**src/rtl/csr_access_unit.sv**
```systemverilog
module csr_access_unit #(
  parameter int XLEN = 32,
  parameter logic [XLEN-1:0] HART_ID = '0
) (
  input  logic            clk,
  input  logic            rst_n,
  input  logic            valid,
  input  logic [2:0]      funct3,
  input  logic [4:0]      rd,
  input  logic [4:0]      rs1,
  input  logic [11:0]     csr_addr,
  input  logic [XLEN-1:0] rs1_val,
  input  logic [1:0]      priv,
  output logic [XLEN-1:0] rd_data,
  output logic            rd_we,
  output logic            csr_re,
  output logic            csr_we,
  output logic [XLEN-1:0] csr_wdata,
  output logic            illegal,
  output logic            flush
);
  localparam logic [11:0] A_FLAGS = 12'h001;
  localparam logic [11:0] A_RMODE = 12'h002;
  localparam logic [11:0] A_FPCTL = 12'h003;
  localparam logic [11:0] A_XLAT  = 12'h180;
  localparam logic [11:0] A_TVEC  = 12'h305;
  localparam logic [11:0] A_SCR   = 12'h340;
  localparam logic [11:0] A_HART  = 12'hF14;
  localparam logic [XLEN-1:0] ONES = '1;

  logic [4:0]      flags_q;
  logic [2:0]      rmode_q;
  logic [XLEN-1:0] xlat_q, tvec_q, scr_q;

  logic            known;
  logic [XLEN-1:0] cur, wmask, operand, old, nv;

  wire [1:0] kind     = funct3[1:0];
  wire       is_swap  = kind == 2'b01;
  wire       active   = valid && kind != 2'b00;
  wire       do_read  = !(is_swap && rd == 5'd0);
  wire       do_write = is_swap || rs1 != 5'd0;
  wire       low_priv = priv < csr_addr[9:8];
  wire       ro       = csr_addr[11:10] == 2'b11;
  wire       fault    = active && (!known || low_priv || (ro && do_write));
  wire       ok       = active && !fault;

  always_comb begin
    known = 1'b1;
    cur   = '0;
    wmask = '0;
    case (csr_addr)
      A_FLAGS: begin cur = XLEN'(flags_q); wmask = XLEN'(5'h1F); end
      A_RMODE: begin cur = XLEN'(rmode_q); wmask = XLEN'(3'h7); end
      A_FPCTL: begin cur = XLEN'({rmode_q, flags_q}); wmask = XLEN'(8'hFF); end
      A_XLAT:  begin cur = xlat_q; wmask = ONES; end
      A_TVEC:  begin cur = tvec_q; wmask = ONES << 2; end
      A_SCR:   begin cur = scr_q;  wmask = ONES; end
      A_HART:  cur = HART_ID;
      default: known = 1'b0;
    endcase
  end

  assign operand = funct3[2] ? XLEN'(rs1) : rs1_val;
  assign old     = do_read ? cur : '0;

  always_comb begin
    case (kind)
      2'b10:   nv = old | operand;
      2'b11:   nv = old & ~operand;
      default: nv = operand;
    endcase
  end

  assign illegal   = fault;
  assign csr_re    = ok && do_read;
  assign csr_we    = ok && do_write;
  assign rd_we     = ok && rd != 5'd0;
  assign rd_data   = csr_re ? cur : '0;
  assign csr_wdata = csr_we ? (nv & wmask) : '0;
  assign flush     = ok && csr_addr == A_XLAT;

  always_ff @(posedge clk or negedge rst_n) begin
    if (!rst_n) begin
      flags_q <= '0;
      rmode_q <= '0;
      xlat_q  <= '0;
      tvec_q  <= '0;
      scr_q   <= '0;
    end else if (csr_we) begin
      case (csr_addr)
        A_FLAGS: flags_q <= csr_wdata[4:0];
        A_RMODE: rmode_q <= csr_wdata[2:0];
        A_FPCTL: begin
          flags_q <= csr_wdata[4:0];
          rmode_q <= csr_wdata[7:5];
        end
        A_XLAT:  xlat_q <= csr_wdata;
        A_TVEC:  tvec_q <= csr_wdata;
        A_SCR:   scr_q  <= csr_wdata;
        default: ;
      endcase
    end
  end
endmodule

```
**config.mk**
```make
export PLATFORM = sky130hd
export DESIGN_NAME = csr_access_unit
export DESIGN_NICKNAME = d
export VERILOG_FILES = /design/src/rtl/csr_access_unit.sv
export SDC_FILE = /design/constraint.sdc
export NUM_CORES = 1
export LEC_CHECK = 0
export ABC_AREA = 1
export BUFFER_PORTS_ARGS = -buffer_cell sky130_fd_sc_hd__buf_2
export CAP_MARGIN = 20
export CORE_ASPECT_RATIO = 1.2
export CORE_MARGIN = 10
export CORE_UTILIZATION = 56
export DETAILED_ROUTE_END_ITERATION = 16
export GPL_ROUTABILITY_DRIVEN = 0
export PLACE_DENSITY = 0.81
export SYNTH_ARGS = -nofsm -noshare
export SYNTH_HDL_FRONTEND = slang
export SYNTH_SLANG_ARGS = --single-unit
```
**constraint.sdc**
```tcl
create_clock -name clk -period 4.9 [get_ports clk]
set_input_delay 1.47 -clock clk [delete_from_list [all_inputs] [get_ports clk]]
set_output_delay 1.47 -clock clk [all_outputs]
set_load 0.005 [all_outputs]
```
Word-level counts from Yosys, hierarchy flattened
Cells that the tools add are included.

Register bits: 104. Input port bits: 62. Output and inout bits: 69. Word-level logic and storage cells: 58.

$lt $le $gt $ge: 1. Equal/unequal tests: 11. Muxes and demuxes: 9. Bitwise operators: 4. Reductions and logical operators: 28.

Operator list (count): $pmux W32 S6 (1); $pmux W32 S5 (1); $mux W32 (4); $and A32 B32 Y32 (2); $pmux W32 S2 (1); $not A32 Y32 (1); $or A32 B32 Y32 (1); $eq A12 B10 Y1 const B (2); $eq A12 B2 Y1 const B (2); $eq A12 B1 Y1 const B (1); $eq A12 B12 Y1 const B (1); $eq A12 B9 Y1 const B (1); $reduce_and A2 Y1 (5); $reduce_bool A5 Y1 (2); $logic_and A1 B1 Y1 (9); $reduce_or A7 Y1 (1); $eq A2 B2 Y1 const B (3); $pmux W3 S2 (1); $logic_not A5 Y1 (1); $reduce_bool A2 Y1 (2); $reduce_or A2 Y1 (2); $logic_not A1 Y1 (3); $logic_or A1 B1 Y1 (3); $eq A2 B1 Y1 const B (1); 2 further kinds (2).

Depth between registers and ports, before layout
Word-level depth: 12. Mapped depth: 15. Depth with buffers taken out: 14.

Least setup slack after synthesis
OpenSTA, ideal clock, no wires.

Path type: input port to output port. Start point: input port funct3[1]. End point: output port csr_wdata[10]. Data arrival time: 2.906 ns. Data required time: 3.430 ns. Slack: 0.524 ns. Cell stages on the path: 10. Path buffers: 2. Cell sequence: buf_4 nor2_2 nor3_4 nor2_1 nor2_4 nand4_4 nor2_4 inv_2 buf_6 nor2_4.

Longest elaborated chain between the ends: 9. Elaborated cells on any way between the ends: 19. Classes of those cells: 3 x eq/ne; 3 x mux; 3 x bitwise; 10 x reduce/logical.

Ends and longest elaborated chain: start, declared (line 8) `input logic [2:0] funct3,`; branches (longest 8 deep; another with $mux W32); $mux W32 * (line 80) `assign csr_wdata = csr_we ? (nv & wmask) : '0;`; end, declared (line 18) `output logic [XLEN-1:0] csr_wdata,`.

Mark *: on every way between the ends.

Worst setup path in the final report
Start point: input port csr_addr[4]. End point: output port csr_wdata[7].

Longest elaborated chain between the ends: 11. Elaborated cells on any way between the ends: 25. Classes of those cells: 7 x eq/ne; 6 x mux; 3 x bitwise; 9 x reduce/logical.

Ends and longest elaborated chain: start, declared (line 11) `input logic [11:0] csr_addr,`; branches (longest 10 deep; another with $pmux W32 S6); $mux W32 * (line 80).

Marks and branches as above.

==> impl_metrics.tcl <==
set metrics [dict create \
    outcome "finished clean" \
    ys_seq_area_share_pct 39.9 \
    synth_top_cell_by_area "dfrtp_1" \
    syn-cell-area_mm2 0.00652 \
    ys_seq_elements 104 \
    setup.reg_to_reg.worst_slack_ns 3.35 \
    irDropWorstVdd_mv 0.155 \
    power_leakage_uw 0.00421 \
    synthesis.yosys.warnings 0 \
    crit_path_start "csr_addr[4]" \
    worstPathCellList "buf_2, inv_1, nand2_1, nor2_1, nand3_2, buf_12, inv_2, buf_4, nand2_1, nand2_1, nor2_1, nor2_1, nor2_1, nor2_1, buf_2" \
    final_net_count 1201 \
    die_height_um 138 \
    clock_power_share_pct 42.9 \
    timing.clock.skew_ns 0.00810 \
    seq_power_share_pct 48.7 \
    cp-end-kind "output port" \
    insertion_delay_ns 0.35 \
    slew_margin_rel_pct 42.2 \
    ios 131 \
    die_w_um 119 \
    synth_common_cells "nand2_1, nor2_1, inv_1" \
    route.final.wire_length_um 20800 \
    utilization_pct 70.8 \
    detail_route.wl_per_cell_um 16.0 \
    flow.area_growth_from_synthesis_pct 24.3 \
    wire_length_of_the_first_global_routing_pass_um 33300 \
    drt_first_pass_iters 6 \
    avgViaCountPerCell 5.44 \
    place_worst_setup_slack_ns 0.0221 \
    synth.lib_cells_used.distinct 36 \
    port_buffers 130 \
    hold_path.class "flip-flop to flip-flop" \
    p_total_uw 1760 \
    timing.critical_path.slowest_cell_delay_ns 0.21 \
    fin_area_mm2 0.00811 \
    path_max_fanout 11 \
    power_switching_uw 425 \
    startpoint_type "input pin" \
    p_comb_share_pct 8.4 \
    cap_viol_max_count 0 \
    drive_above_1_share_pct 23.1 \
    grt.total_usage_pct 24.4 \
    grt_start_max_net_pins 85 \
    post-route-period-util_pct 98.4 \
    tritoncts "yes" \
    grt_antenna_before_repair 0 \
    cp-endpoint "csr_wdata[7]" \
    fin_tns_setup_ns 0 \
    timing.critical_path.arrival_ns 3.35 \
    gate_count_post_synth 971 \
    insertedDiodeCount 0 \
    timing.final.setup_violations 0 \
    internal_power_uw 1340 \
    timing_worst_setup_path_type "input pin to output port" \
    final_critical_path_setup_slack_ns 0.0762 \
    cts-htree-levels 3 \
    ff2ff_path_depth 9 \
    first_global_vias 6867 \
    clockRootBuffer "clkbuf_16" \
    power_density_mw_per_mm2 217 \
    cts_buffer_depth 2 \
    initial_core_util_pct 56.9 \
    worst-endpoint-required_ns 3.43 \
    synthArstFlopShare_pct 100 \
    worst_path_most_repeated_cell "nor2_1" \
    synth_fp_nets 1034 \
    rows 43 \
    power_switching_share_pct 24.1 \
    num_vias 7069 \
    netlist_top_cells_area "dfrtp_1, nand2_1, nor2_1, inv_1, nor2_4" \
    synthDominantCellAreaShare_pct 39.9 \
    max_freq_mhz 207 \
    timing.rr.start "rmode_q[1]" \
    drc 0 \
    drt_first_iter_violations 650 \
    min_period_ns 4.82 \
    slew_violations 0 \
    syn_area_per_cell_um2 6.72 \
    finalHoldViolations 0 \
    die_area_mm2 0.0164 \
    cts_hold_buf 0 \
    path_clk_slew_ns 0.07 \
    detailed_placer_s_ending_hpwl_um 15000 \
    synth-edff-count 0 \
    cts_made_buffers 9 \
    placed_cell_area_mm2 0.00770 \
    grt_overflow 0 \
    regToRegEndpoint "tvec_q[6]" \
    antenna_left 0 \
    core_area_mm2 0.0115 \
    numClockSinks 104 \
    yosys.cell_count.top_type "nand2_1" \
    max_slew.worst_pin.slew_ns 0.866 \
    yosys_most_used_dff "dfrtp_1" \
    timing.critical_path.slowest_stage_cell "buf_4" \
]
cell families (layout without fill, tap and decap cells):
kind of cell | after synthesis | in the layout | synth area share [%]
buffers and inverters | 156 | 328 | 9.61
AO/OA/AOI/OAI | 125 | 125 | 11.1
flip-flops | 104 | 104 | 39.9
adder cells (fa/ha/maj) | 1 | 1 | 0.192
AND/OR/NAND/NOR | 585 | 585 | 39.2
flip-flops by register name, summed over array words and instances, names as in the netlist:
name / cells
rmode_q: 3
scr_q: 32
flags_q: 5
xlat_q: 32
tvec_q: 32
final cells by class:
type | instances | area, um^2
clock inverters | 3 | 48.8
fillers | 959 | 3350
well taps | 157 | 196
multi-input cells | 711 | 3330
inverters | 119 | 447
repair buffers | 193 | 1230
flip-flops and latches | 104 | 2600
clock buffers | 13 | 260
worst max-delay path, delay by kind of cell:
family                 cells  cell delay (ns)
buffers and inverters      6             0.83
and+or+nand+nor            9             1.05
cell usage in the layout (no fill, tap or decap), drive strengths merged, types with 2 or more instances in the layout:
cell type,synthesis,final
a21oi,15,15
clkbuf,16,13
nand2,383,383
buf,21,193
o221ai,3,3
o211ai,21,21
o21ai,62,62
nor3,10,10
clkinv,4,4
and2,2,2
dfrtp,104,104
nand3b,2,2
inv,115,116
nand3,38,38
nand4,5,5
a21boi,2,2
nor2,142,142
a31oi,21,21
metal layers:
metal	track usage [%]	part of all wire, %	vias to the layer above
met5	0	0	-
met3	4.24	7.2	70
met2	42.0	49	360
li1	-	-	3382
met1	29.3	40	3257
met4	10.4	4.2	0
repair_timing:
item	in CTS	in global routing
buffers inserted	0	2
resized for setup	0	8
setup endpoints to repair	0	41
power groups by stage:
stage	logic [uW]	registers (uW)	clock network (uW)
after CTS	144	858	750
final	149	858	755
after global placement	142	875	0
after detailed placement	143	875	0
after floorplan	68.9	875	0
after global routing	164	857	792
worst min-delay path by stage:
stage	from	to	slack [ns]	depth (start not counted)
after CTS	xlat_q[24]	xlat_q[24]	0.48	2
after global routing	xlat_q[13]	xlat_q[13]	0.50	2
after detailed placement	xlat_q[13]	xlat_q[13]	0.46	2
final	xlat_q[13]	xlat_q[13]	0.47	2
after floorplan	xlat_q[11]	xlat_q[11]	0.44	2
after global placement	xlat_q[4]	xlat_q[4]	0.45	2
metrics by stage:
step | hold slack [ns] | std cells
final | 0.471 | 1300
after global routing | 0.499 | 1300
after CTS | 0.475 | 1296
after detailed placement | 0.458 | 1280
after global placement | 0.453 | 1280
after floorplan | 0.442 | 971
Note: power is estimated with default switching activity, not from simulation.
